--- config.mk ---
export PLATFORM = sky130hd
export DESIGN_NAME = cascade_intc
export DESIGN_NICKNAME = d
export VERILOG_FILES = /design/src/rtl/cintc_pkg.sv /design/src/rtl/cintc_rst_sync.sv /design/src/rtl/cintc_sync.sv /design/src/rtl/cintc_prio_enc.sv /design/src/rtl/cintc_group.sv /design/src/rtl/cascade_intc.sv
export SDC_FILE = /design/constraint.sdc
export NUM_CORES = 1
export LEC_CHECK = 0
export BUFFER_PORTS_ARGS = -buffer_cell sky130_fd_sc_hd__buf_2
export CORE_MARGIN = 2
export CORE_UTILIZATION = 40
export CTS_BUF_LIST = sky130_fd_sc_hd__clkbuf_16
export DETAILED_ROUTE_END_ITERATION = 8
export SYNTH_ARGS = -nofsm -noshare
export SYNTH_HDL_FRONTEND = slang
export SYNTH_SLANG_ARGS = --single-unit
--- constraint.sdc ---
create_clock -name clk -period 3 [get_ports clk]
set_input_delay 0.3 -clock clk [delete_from_list [all_inputs] [get_ports clk]]
set_output_delay 0.3 -clock clk [all_outputs]
set_load 0.02 [all_outputs]
--- src/rtl/cintc_pkg.sv ---
package cintc_pkg;
  localparam int SRC_N  = 8;
  localparam int IDX_W  = $clog2(SRC_N);
  localparam int GRP_W  = 2;
  localparam int VEC_W  = GRP_W + IDX_W;
  localparam int ADDR_W = 3;
  localparam int NGRP   = 2;

  typedef enum logic [ADDR_W-1:0] {
    A_LMASK0 = 3'd0,
    A_LMASK1 = 3'd1,
    A_MMASK0 = 3'd2,
    A_MMASK1 = 3'd3,
    A_STAT0  = 3'd4,
    A_STAT1  = 3'd5,
    A_MSTAT  = 3'd6,
    A_RSVD   = 3'd7
  } reg_addr_e;
endpackage

--- src/rtl/cintc_rst_sync.sv ---
module cintc_rst_sync (
  input  logic clk,
  input  logic arst_n,
  output logic rst_n_o
);
  logic stage_q;

  always_ff @(posedge clk or negedge arst_n) begin
    if (!arst_n) begin
      stage_q <= 1'b0;
      rst_n_o <= 1'b0;
    end else begin
      stage_q <= 1'b1;
      rst_n_o <= stage_q;
    end
  end
endmodule

--- src/rtl/cintc_sync.sv ---
module cintc_sync #(
  parameter int W = 8
) (
  input  logic         clk,
  input  logic         rst_n,
  input  logic [W-1:0] d_i,
  output logic [W-1:0] q_o
);
  logic [W-1:0] meta_q;

  always_ff @(posedge clk or negedge rst_n) begin
    if (!rst_n) begin
      meta_q <= '0;
      q_o    <= '0;
    end else begin
      meta_q <= d_i;
      q_o    <= meta_q;
    end
  end
endmodule

--- src/rtl/cintc_prio_enc.sv ---
module cintc_prio_enc #(
  parameter int W  = 8,
  parameter int IW = $clog2(W)
) (
  input  logic [W-1:0]  req_i,
  output logic          any_o,
  output logic [IW-1:0] idx_o
);
  always_comb begin
    any_o = |req_i;
    idx_o = '0;
    for (int i = 0; i < W; i++) begin
      if (req_i[i]) idx_o = IW'(i);
    end
  end
endmodule

--- src/rtl/cintc_group.sv ---
module cintc_group
  import cintc_pkg::*;
#(
  parameter int W        = SRC_N,
  parameter int CASC_BIT = 2,
  parameter int GRP_ID   = 0,
  parameter int IW       = $clog2(W),
  parameter int VW       = GRP_W + IW
) (
  input  logic [W-1:0]  lstat_i,
  input  logic [W-1:0]  lmask_i,
  input  logic [W-1:0]  mstat_i,
  input  logic [W-1:0]  mmask_i,
  output logic [W-1:0]  stat_o,
  output logic          pend_o,
  output logic          vld_o,
  output logic [VW-1:0] vec_o
);
  logic [W-1:0]  mpend, lpend;
  logic          m_any, l_any;
  logic [IW-1:0] m_idx, l_idx;

  assign mpend = mstat_i & mmask_i;

  // composite status: cascade position carries the folded mappable tier
  always_comb begin
    stat_o           = lstat_i;
    stat_o[CASC_BIT] = |mpend;
  end

  assign lpend = stat_o & lmask_i;

  cintc_prio_enc #(.W(W), .IW(IW)) u_menc (.req_i(mpend), .any_o(m_any), .idx_o(m_idx));
  cintc_prio_enc #(.W(W), .IW(IW)) u_lenc (.req_i(lpend), .any_o(l_any), .idx_o(l_idx));

  always_comb begin
    pend_o = l_any;
    vld_o  = 1'b0;
    vec_o  = '0;
    if (lpend[CASC_BIT]) begin
      vld_o = m_any;
      vec_o = {GRP_W'(GRP_ID + 2), m_idx};
    end else if (l_any) begin
      vld_o = 1'b1;
      vec_o = {GRP_W'(GRP_ID), l_idx};
    end
  end
endmodule

--- src/rtl/cascade_intc.sv ---
module cascade_intc
  import cintc_pkg::*;
#(
  parameter int CASC0_BIT = 2,
  parameter int CASC1_BIT = 3
) (
  input  logic              clk,
  input  logic              rst_n,
  input  logic [SRC_N-1:0]  lreq0_i,
  input  logic [SRC_N-1:0]  lreq1_i,
  input  logic [SRC_N-1:0]  mreq_i,
  input  logic [ADDR_W-1:0] reg_addr_i,
  input  logic [SRC_N-1:0]  reg_wdata_i,
  input  logic              reg_we_i,
  output logic [SRC_N-1:0]  reg_rdata_o,
  output logic              irq0_o,
  output logic              irq1_o,
  output logic              vec0_vld_o,
  output logic [VEC_W-1:0]  vec0_o,
  output logic              vec1_vld_o,
  output logic [VEC_W-1:0]  vec1_o
);
  logic rst_int_n;

  logic [NGRP-1:0][SRC_N-1:0] lreq, lsync, stat;
  logic [NGRP-1:0][SRC_N-1:0] lmask_q, lmask_d, mmask_q, mmask_d;
  logic [NGRP-1:0]            pend, vld;
  logic [NGRP-1:0][VEC_W-1:0] vec;
  logic [SRC_N-1:0]           msync;
  logic                       mask_en;
  reg_addr_e                  sel;

  assign lreq[0] = lreq0_i;
  assign lreq[1] = lreq1_i;
  assign sel     = reg_addr_e'(reg_addr_i);

  cintc_rst_sync u_rst (.clk(clk), .arst_n(rst_n), .rst_n_o(rst_int_n));

  cintc_sync #(.W(SRC_N)) u_msync (.clk(clk), .rst_n(rst_int_n), .d_i(mreq_i), .q_o(msync));

  for (genvar g = 0; g < NGRP; g++) begin : g_grp
    localparam int CB = (g == 0) ? CASC0_BIT : CASC1_BIT;

    cintc_sync #(.W(SRC_N)) u_lsync (
      .clk(clk), .rst_n(rst_int_n), .d_i(lreq[g]), .q_o(lsync[g])
    );

    cintc_group #(.W(SRC_N), .CASC_BIT(CB), .GRP_ID(g)) u_grp (
      .lstat_i(lsync[g]), .lmask_i(lmask_q[g]),
      .mstat_i(msync),    .mmask_i(mmask_q[g]),
      .stat_o(stat[g]),   .pend_o(pend[g]),
      .vld_o(vld[g]),     .vec_o(vec[g])
    );
  end

  // mask next-state with explicit write enable
  assign mask_en = reg_we_i && !reg_addr_i[ADDR_W-1];

  always_comb begin
    lmask_d = lmask_q;
    mmask_d = mmask_q;
    if (mask_en) begin
      case (sel)
        A_LMASK0: lmask_d[0] = reg_wdata_i;
        A_LMASK1: lmask_d[1] = reg_wdata_i;
        A_MMASK0: mmask_d[0] = reg_wdata_i;
        A_MMASK1: mmask_d[1] = reg_wdata_i;
        default:  ;
      endcase
    end
  end

  always_ff @(posedge clk or negedge rst_int_n) begin
    if (!rst_int_n) begin
      lmask_q <= '0;
      mmask_q <= '0;
    end else if (mask_en) begin
      lmask_q <= lmask_d;
      mmask_q <= mmask_d;
    end
  end

  always_comb begin
    case (sel)
      A_LMASK0: reg_rdata_o = lmask_q[0];
      A_LMASK1: reg_rdata_o = lmask_q[1];
      A_MMASK0: reg_rdata_o = mmask_q[0];
      A_MMASK1: reg_rdata_o = mmask_q[1];
      A_STAT0:  reg_rdata_o = stat[0];
      A_STAT1:  reg_rdata_o = stat[1];
      A_MSTAT:  reg_rdata_o = msync;
      default:  reg_rdata_o = '0;
    endcase
  end

  assign irq0_o     = pend[0];
  assign irq1_o     = pend[1];
  assign vec0_vld_o = vld[0];
  assign vec1_vld_o = vld[1];
  assign vec0_o     = vec[0];
  assign vec1_o     = vec[1];
endmodule

==> results.cfg, run 1 <==
[global_routing]
overflow = 0
antenna_found_initial = 0
grt_util_all_layers_pct = 18.36
grt_max_degree = 41
grt_pass1_wl_um = 12230
grt_pass1_vias = 2204

[power]
clockPowerShare_pct = 37.7
leakage_nw = 1.821
p_int_mw = 2.202
power_frac_comb_pct = 19.6
ir_drop_uv = 335.1
pwr-share-seq_pct = 42.7
powerDensity_nw_per_um2 = 765.2
switchingPower_mw = 0.8870
p_sw_share_pct = 28.72

[synthesis]
async_reset_ff_share_pct = 100.0
syn_inst = 251
synth_cell_types = 38
synth_edf_count = 0
syn_avg_cell_area_um2 = 13.31
synth-main-ff-cell = dfrtp_1
synth_top_family_by_area = multiplexers
yosysTopAreaCell = dfrtp_1
synth_most_common_cell = dfrtp_1
synth-compound-area-share_pct = 11.39
synth.yosys.seq_area_share_pct = 58.43
synthTopCellsByArea = dfrtp_1 58%, mux2_2 14%, a22oi_1 3.4%, nand2_1 3.0%, mux2i_1 2.4%
synth.top_cell.area_share_pct = 58.43
synth_fa_ha_area_share_pct = 0
ys_ff_latch = 78
yosys.area_share.simple_pct = 8.352
synthTopCellsByCount = 78 x dfrtp_1, 42 x mux2_2, 27 x nand2_1
synth_nets = 289
synth_area_um2 = 3341
synth_xor_area_share_pct = 0
synth_mux_area_share_pct = 19.03
yosysWarnings = 0

[floorplanning]
die_h_um = 95.39
die_w_um = 95.39
rows = 33
die_area_um2 = 9098
initial_core_util_pct = 40.86
core_um2 = 8175
io_pins = 60

[routing]
via_per_inst = 5.282
drc = 0
dr.pass1.iters = 4
avgRoutedWirePerCell_um = 18.04
vias = 2213
final_antenna_net_count = 0
routed_wl_um = 7560
drtIter0Drc = 185

[final_layout]
final_nets = 347
regArea_um2 = 1953
syn_to_final_growth_pct = 20.82
drive_gt1_share_pct = 40.13
nFillCells = 741
multi_input_area_um2 = 1303
diodes = 0
stdcell_count = 419

[critical_path]
worst_setup_path_start_kind = flip-flop
worstSetupPathType = flip-flop to output pin
cpMaxStageDelayCell = dfrtp_1
end_kind = output pin
ff2ff_setup_slack_ns = 1.95
max_stage_delay_ns = 0.46
path_cells = a22oi_1, nand4_1, nand2_1, mux2_2, buf_2
cp_max_fo = 6
critPathArrivalTime_ns = 2.07
worstPathRequired_ns = 2.70

[clocking]
clockRootBuffer = clkbuf_16
htree_levels = 3
post_cts_resized = 0
numCtsBuffers = 9
clock_latency_ns = 0.33
cts_buffer_depth = 2
tritoncts = yes
clk_pin_slew_ns = 0.06
cts_sinks = 78

[timing]
clock.fmax_mhz = 422.0
setup_viol = 0
drv_slew = 0
maxSlewHeadroom_pct = 44.60
finClkSkew_ns = 0.007452
period_needed_ns = 2.369
hold_viol_final = 0
rsz0062_at_grt = no
worst_pin_slew_ns = 0.8311
finalCritPeriodShare_pct = 78.98
final.setup.tns_ns = 0

[placement]
hpwl_um = 5495
gp_congestion = 0.8342
dp.cells = 402
port_buffers = 56

[run]
timing.max_cap.violations = 0

[status]
status = finished clean

[worst_hold_path]
hold_class = input pin to flip-flop
-- metrics by stage --
step           setup WS, ns  hold slack [ns]  power, mW  util (%)  cell area, um^2
2_1_floorplan        0.6668         0.004409      1.735         -             3341
5_1_grt              0.5051          0.06075      3.235     49.37             4036
3_5_place_dp         0.7853          0.08726      1.940     45.29             3702
3_3_place_gp         0.8017          0.08655      1.926     45.29             3702
6_report             0.6306          0.07015      3.089     49.37             4036
4_1_cts              0.6295          0.05459      3.119     49.37             4036
-- layout by cell type (no fill, tap or decap), types with 2 or more instances in the layout --
| cell | instances |
|---|---|
| a211oi_1 | 2 |
| a21oi_1 | 3 |
| a222oi_1 | 3 |
| a22o_1 | 2 |
| a22oi_1 | 15 |
| a31o_2 | 2 |
| a31oi_1 | 3 |
| a32o_1 | 5 |
| and3_1 | 3 |
| buf_2 | 56 |
| bufinv_16 | 2 |
| clkbuf_16 | 9 |
| clkinvlp_4 | 2 |
| conb_1 | 2 |
| dfrtp_1 | 77 |
| inv_1 | 5 |
| mux2_2 | 42 |
| mux2i_1 | 8 |
| mux4_2 | 3 |
| nand2_1 | 27 |
| nand3_1 | 2 |
| nand3b_1 | 5 |
| nand4_1 | 2 |
| nor2_1 | 4 |
| nor2b_1 | 3 |
| nor2b_2 | 2 |
| o21ai_0 | 8 |
| o22ai_1 | 2 |
-- metal layers --
| layer | up-vias | track usage (%) | wire [um] |
|---|---|---|---|
| met5 | - | 0 | 0 |
| met2 | 66 | 25.76 | 3474 |
| met1 | 1093 | 26.85 | 3563 |
| met4 | 0 | 7.857 | 90 |
| met3 | 9 | 4.822 | 431 |
| li1 | 1045 | - | - |
-- worst max-delay path: cells and delay by family, from the launching register on --
family / cells / cell delay (ns)
flip-flops: 1 / 0.46
AND/OR/NAND/NOR: 2 / 0.45
AO/OA/AOI/OAI: 1 / 0.29
multiplexers: 1 / 0.38
buffers and inverters: 1 / 0.16
-- power groups by stage --
stage | clock [mW] | sequential, mW | combinational (mW)
detailed placement | 0 | 1.33 | 0.605
CTS | 1.19 | 1.32 | 0.609
global placement | 0 | 1.33 | 0.596
floorplan | 0 | 1.29 | 0.445
global route | 1.23 | 1.34 | 0.663
finish | 1.16 | 1.32 | 0.605
-- repair_timing --
action	CTS	global route
hold endpoints to repair	2	0
buffers inserted	0	0
hold buffers	1	0
-- kinds of logic (layout without fill, tap and decap cells) --
| kind of cell | after synthesis | in the layout |
|---|---|---|
| DFF | 78 | 78 |
| muxes | 54 | 54 |
| and+or+nand+nor | 52 | 52 |
| AOI/OAI and AO/OA | 50 | 50 |
| buffers and inverters | 15 | 78 |
| other | 2 | 2 |
-- registers in the layout, summed over array words and instances, names as in the netlist --
signal / count
u_msync.q_o: 8
u_rst.stage_q: 1
lmask_q: 16
g_grp.u_lsync.meta_q: 14
mmask_q: 16
g_grp.u_lsync.q_o: 14
u_rst.rst_n_o: 1
u_msync.meta_q: 8
-- cell type report --
type                       count  area share, %
inverter                       4         0.3720
clock buffer                   9          5.580
tap                          105          3.255
multi-input combinational    158          32.27
timing repair buffer          58          7.688
clock inverter                 7          2.449
sequential                    78          48.39
-- worst paths after layout --
kind,end,startpoint,cells after the start
worst max-delay path,vec0_o[1],u_msync.q_o[5],5
worst min-delay path,g_grp[0].u_lsync.meta_q[1],lreq0_i[1],1
worst max register to register,g_grp[1].u_lsync.q_o[0],u_rst.rst_n_o,1
worst min register to register,g_grp[0].u_lsync.q_o[3],g_grp[0].u_lsync.meta_q[3],0
max in group asynchronous,g_grp[1].u_lsync.q_o[0],u_rst.rst_n_o,1
min in group asynchronous,u_rst.rst_n_o,rst_n,2
(Power assumes the default switching activity.)
==> inputs of run 2 (changes only) <==
--- a/config.mk
+++ b/config.mk
@@ -5,6 +5,7 @@
 export SDC_FILE = /design/constraint.sdc
 export NUM_CORES = 1
 export LEC_CHECK = 0
+export ABC_AREA = 1
 export BUFFER_PORTS_ARGS = -buffer_cell sky130_fd_sc_hd__buf_2
 export CORE_MARGIN = 2
 export CORE_UTILIZATION = 40
==> constraint.sdc (replaced) <==
create_clock -name clk -period 2 [get_ports clk]
set_input_delay 0.2 -clock clk [delete_from_list [all_inputs] [get_ports clk]]
set_output_delay 0.2 -clock clk [all_outputs]
set_load 0.02 [all_outputs]
==> run 2 against run 1 <==
  * Final cell count increased by 34%
  * Cell area increased by 5.1%
  * Total power increased by 43%
  * Clock power increased by 44%
  * Count of clock-buffer cells in the layout unchanged
  * Register-to-register slack got worse by 0.63 ns
  * Synthesized cell count increased by 45%
  * Critical path type unchanged
  * Largest power group unchanged
==> results.cfg, run 2 <==
[clocking]
cts_sinks = 78
htree_levels = 3
tritoncts = yes
clock_latency_ns = 0.33
cts_buffer_depth = 2
clockRootBuffer = clkbuf_16
clk_pin_slew_ns = 0.06
numCtsBuffers = 9

[synthesis]
synth.yosys.seq_area_share_pct = 60.28
synth-main-ff-cell = dfrtp_1
syn_inst = 363
synth_edf_count = 0
yosysTopAreaCell = dfrtp_1
synthTopCellsByCount = 152 x nand2_1, 78 x dfrtp_1, 20 x inv_1
synth.top_cell.area_share_pct = 60.28
synth_area_um2 = 3238
ys_ff_latch = 78
synth_most_common_cell = nand2_1
syn_avg_cell_area_um2 = 8.920
synthTopCellsByArea = dfrtp_1 60%, nand2_1 18%, nand3_1 2.8%, o21ai_0 2.6%, o21ai_1 2.5%
async_reset_ff_share_pct = 100.0
synth_nets = 401
synth_cell_types = 27
yosysWarnings = 0

[floorplanning]
die_h_um = 93.98
die_w_um = 93.98
rows = 32
initial_core_util_pct = 41.69
die_area_um2 = 8831
core_um2 = 7767
io_pins = 60

[critical_path]
cp_max_fo = 4
cp-startpoint = mmask_q[14]
reg2reg_depth = 2
critPathArrivalTime_ns = 1.65
worst_setup_path_start_kind = flip-flop
worstSetupPathType = flip-flop to output pin
r2r-end = lmask_q[2]
worstPathRequired_ns = 1.80
ff2ff_setup_slack_ns = 1.32
endpoint = vec1_o[1]
timing.rr.start = lmask_q[2]
end_kind = output pin

[placement]
port_buffers = 56
hpwl_um = 5716
gp_congestion = 0.9034
dpl_worst_slack_ns = 0.3353
dp.cells = 519

[global_routing]
grt_util_all_layers_pct = 19.61
grt_pass1_wl_um = 12970
grt_max_degree = 49
grt_pass1_vias = 2668
antenna_found_initial = 0
overflow = 0

[timing]
finClkSkew_ns = 0.004006
setup_viol = 0
period_needed_ns = 1.846
rsz0062_at_grt = no
drv_slew = 0
clock.fmax_mhz = 541.7
whs_ns = 0.1146
finalWorstSetupSlack_ns = 0.1539
hold_viol_final = 0
final.setup.tns_ns = 0
finalCritPeriodShare_pct = 92.30

[routing]
dr.pass1.iters = 4
vias = 2694
final_antenna_net_count = 0
routed_wl_um = 7740
m1WireLength_um = 3479
wl_met3_um = 344
avgRoutedWirePerCell_um = 13.82
via_per_inst = 4.811
drtIter0Drc = 119
drc = 0
top_layer_used = met4
met2_wirelength_um = 3744

[power]
leakage_nw = 2.193
ir_drop_uv = 488.5
powerDensity_nw_per_um2 = 1044
p_int_mw = 3.155
clockPowerShare_pct = 37.7
pwr-share-seq_pct = 42.4
switchingPower_mw = 1.273
p_sw_share_pct = 28.75
power_frac_comb_pct = 19.9

[run]
timing.max_cap.violations = 0

[final_layout]
layout_common_cells = 143 x nand2_1, 77 x dfrtp_1, 56 x buf_2
diodes = 0
layout_commonest_cell = nand2_1
fin_util_pct = 54.59
stdcell_count = 560
drive_gt1_share_pct = 24.45
final_nets = 492
reg_top3 = lmask_q: 16 flops, mmask_q: 16 flops
syn_to_final_growth_pct = 30.95

[status]
status = finished clean

[worst_hold_path]
hold_class = flip-flop to asynchronous set/reset pin
## run 2: cell count changes after synthesis, sizes merged, moves of 4 or more
cell / change
nand2: +130
nor2: +8
mux2: -43
nand3b: -4
o21ai: +33
inv: +21
a32o: -5
a21oi: +7
a22oi: -14
nor2b: -5
mux2i: -8
nand3: +16
## run 2: cell families after synthesis
family | Yosys count | share of synthesized area [%]
buffers and inverters | 32 | 4.443
DFF | 78 | 60.28
AOI/OAI and AO/OA | 55 | 9.661
and+or+nand+nor | 196 | 25.39
other | 2 | 0.2319
## run 2: worst max-delay path, stage by stage (launching register included)
cell     delay, ns
dfrtp_1       0.40
nand2_2       0.10
nand2_1       0.09
nor2_2        0.14
nand2_2       0.09
nand2_4       0.08
inv_1         0.07
o21ai_0       0.16
buf_2         0.19
## run 2: what timing repair did
action | in CTS | in global routing
pin swaps | 0 | 1
hold buffers | 23 | 0
buffers inserted | 0 | 3
endpoints found under the setup margin | 3 | 7
resized for setup | 2 | 11
endpoints found under the hold margin | 24 | 0
## run 2: how the worst min path moves through the flow
| stage | startpoint | to | slack [ns] | cells after the start |
|---|---|---|---|---|
| after floorplan | rst_n | u_rst.rst_n_o | -0.1 | 0 |
| after global placement | rst_n | u_rst.stage_q | -0.02 | 1 |
| after detailed placement | rst_n | u_rst.stage_q | -0.01 | 1 |
| after CTS | u_rst.rst_n_o | g_grp[1].u_lsync.meta_q[5] | 0.12 | 0 |
| after global routing | u_rst.rst_n_o | g_grp[1].u_lsync.meta_q[5] | 0.13 | 0 |
| final | u_rst.rst_n_o | g_grp[1].u_lsync.meta_q[6] | 0.11 | 0 |
## run 2: area by class of cell
class                      count  area, um^2
clock buffer                   9       225.2
clock inverter                 6       80.08
fill                         744        3527
timing repair buffer          86       575.6
tap                          102       127.6
sequential                    78        1953
multi-input combinational    253        1180
inverter                      26       98.84
## run 2: stage by stage
stage          instance area (um^2)  power, mW
2_1_floorplan                  3239      2.428
3_3_place_gp                   3645      2.693
3_5_place_dp                   3645      2.708
4_1_cts                        4185      4.432
5_1_grt                        4240      4.667
6_report                       4240      4.428
## run 2: per-layer routing
metal,track usage (%),vias to the layer above
met4,7.609,0
met5,0,-
met1,25.33,1273
li1,-,1343
met2,32.20,61
met3,4.414,17
## run 2: power by group through the flow
stage | clock network (mW) | logic [mW] | registers (mW)
4_1_cts | 1.71 | 0.857 | 1.87
5_1_grt | 1.77 | 1.00 | 1.90
3_3_place_gp | 0 | 0.802 | 1.89
3_5_place_dp | 0 | 0.815 | 1.89
2_1_floorplan | 0 | 0.545 | 1.88
6_report | 1.67 | 0.883 | 1.88
==> inputs of run 3 (changes only) <==
==> constraint.sdc (replaced) <==
create_clock -name clk -period 2 [get_ports clk]
set_input_delay 0.4 -clock clk [delete_from_list [all_inputs] [get_ports clk]]
set_output_delay 0.4 -clock clk [all_outputs]
set_load 0.02 [all_outputs]
==> run 3 against run 2 <==
  * Critical path depth grew 1
  * Core utilization is 1.1 points higher
  * Critical path type unchanged
  * Register-to-register slack got worse by 0.08 ns
  * Sequential share of layout area shrank 0.85 points
  * Total power rose by 5.5%
  * Cell area up 1.9%
  * Highest routed layer unchanged
  * Global-route usage decreased by 0.29 points
  * Clock skew rose by 0.0012 ns
  * Sequential power about the same
  * Die area is the same
==> results.cfg, run 3 (synthesized netlist as in run 2, its figures left out) <==
[routing]
final_antenna_net_count = 0
via_per_inst = 4.866
drtIter0Drc = 189
avgRoutedWirePerCell_um = 14.22
vias = 2686
routed_wl_um = 7850
drc = 0
dr.pass1.iters = 4

[clocking]
clock_latency_ns = 0.33
htree_levels = 3
clockRootBuffer = clkbuf_16
tritoncts = yes
cts_buffer_depth = 2
clk_pin_slew_ns = 0.06
cts_sinks = 78
numCtsBuffers = 9

[final_layout]
final_nets = 485
stdcell_area_um2 = 4323
nFillCells = 723
drive_gt1_share_pct = 36.44
regArea_um2 = 1954
multi_input_area_um2 = 1304
diodes = 0
layout_common_cells = 121 x nand2_1, 76 x dfrtp_1, 46 x buf_2
reg_top3 = lmask_q: 16 flops, mmask_q: 16 flops
stdcell_count = 552
layout_commonest_cell = nand2_1
syn_to_final_growth_pct = 33.50

[floorplanning]
initial_core_util_pct = 41.69
rows = 32
core_um2 = 7767
die_area_um2 = 8831
die_h_um = 93.98
die_w_um = 93.98
io_pins = 60

[placement]
hpwl_um = 5581
dpl_cell_area_um2 = 3667
dpl_worst_slack_ns = 0.1069
gp_congestion = 0.8671
port_buffers = 56
dp.cells = 522

[timing]
finClkSkew_ns = 0.005248
clock.fmax_mhz = 502.6
period_needed_ns = 1.990
drv_slew = 0
setup_viol = 0
finalCritPeriodShare_pct = 99.48
hold_viol_final = 0
rsz0062_at_grt = yes
whs_ns = 0.1756
finalWorstSetupSlack_ns = 0.01049

[power]
switchingPower_mw = 1.373
p_int_mw = 3.300
p_sw_share_pct = 29.38
p_total_mw = 4.673
clockPowerShare_pct = 35.9
powerDensity_nw_per_um2 = 1081
leakage_nw = 2.216
ir_drop_uv = 524.0
power_frac_comb_pct = 23.9
pwr-share-seq_pct = 40.3

[critical_path]
timing.rr.start = lmask_q[7]
end_kind = output pin
cp-startpoint = u_msync.q_o[4]
reg2reg_depth = 3
worstSetupPathType = flip-flop to output pin
cp_max_fo = 6
worstPathRequired_ns = 1.60
worst_setup_path_start_kind = flip-flop
critPathArrivalTime_ns = 1.59

[global_routing]
grt_max_degree = 77
grt_pass1_vias = 2663
grt_pass1_wl_um = 12930
overflow = 0
grt_util_all_layers_pct = 19.32
antenna_found_initial = 0

[run]
timing.max_cap.violations = 0

[worst_hold_path]
hold_depth = 1
hold_start = lreq1_i[5]
hold_class = input pin to flip-flop

[status]
status = finished clean
[run 3: per-layer routing]
layer	wire, um	global-route usage (%)
met1	3416	25.88
met2	3945	31.85
met3	404	4.093
met4	84	5.435
met5	0	0
[run 3: power groups by stage]
stage                     registers [mW]  logic, mW  clock network, mW
after floorplan                     1.88      0.545                  0
after global placement              1.89      0.813                  0
after detailed placement            1.89      0.823                  0
after CTS                           1.87      0.931               1.69
after global routing                1.91       1.23               1.76
final                               1.88       1.11               1.68
[run 3: critical path, cell delays in order (launching register included)]
cell	delay [ns]
dfrtp_1	0.43
nand2_2	0.10
nand2_2	0.07
nor2_4	0.12
nand2_2	0.08
nand2_2	0.09
buf_6	0.13
nand2_2	0.05
o21ai_2	0.06
buf_6	0.13
[run 3: what timing repair did]
action | in CTS | in global routing
resized for setup | 29 | 52
hold endpoints to repair | 2 | 0
pin swaps | 14 | 28
setup endpoints to repair | 12 | 15
hold buffers | 1 | 0
buffers inserted | 9 | 6
[run 3: stage by stage]
step	util, %	setup TNS (ns)
after floorplan	-	0
after global placement	47.21	0
after detailed placement	47.21	0
after CTS	52.96	-0.01080
after global routing	55.65	-0.4052
final	55.65	0
[run 3: area by class of cell]
cell class,instances,area share (%)
clock buffer,9,5.210
clock inverter,5,1.794
inverter,26,2.315
tap,102,2.952
sequential,78,45.21
multi-input combinational,253,30.16
timing repair buffer,79,12.36
[run 3: final timing paths]
kind                                               to  slack (ns)
max in group asynchronous              u_msync.q_o[3]        1.38
max reg2reg                                lmask_q[7]        1.24
max                                         vec1_o[2]        0.01
min reg2reg                g_grp[1].u_lsync.meta_q[6]        0.29
min in group asynchronous  g_grp[1].u_lsync.meta_q[6]        0.29
min                        g_grp[1].u_lsync.meta_q[5]        0.18
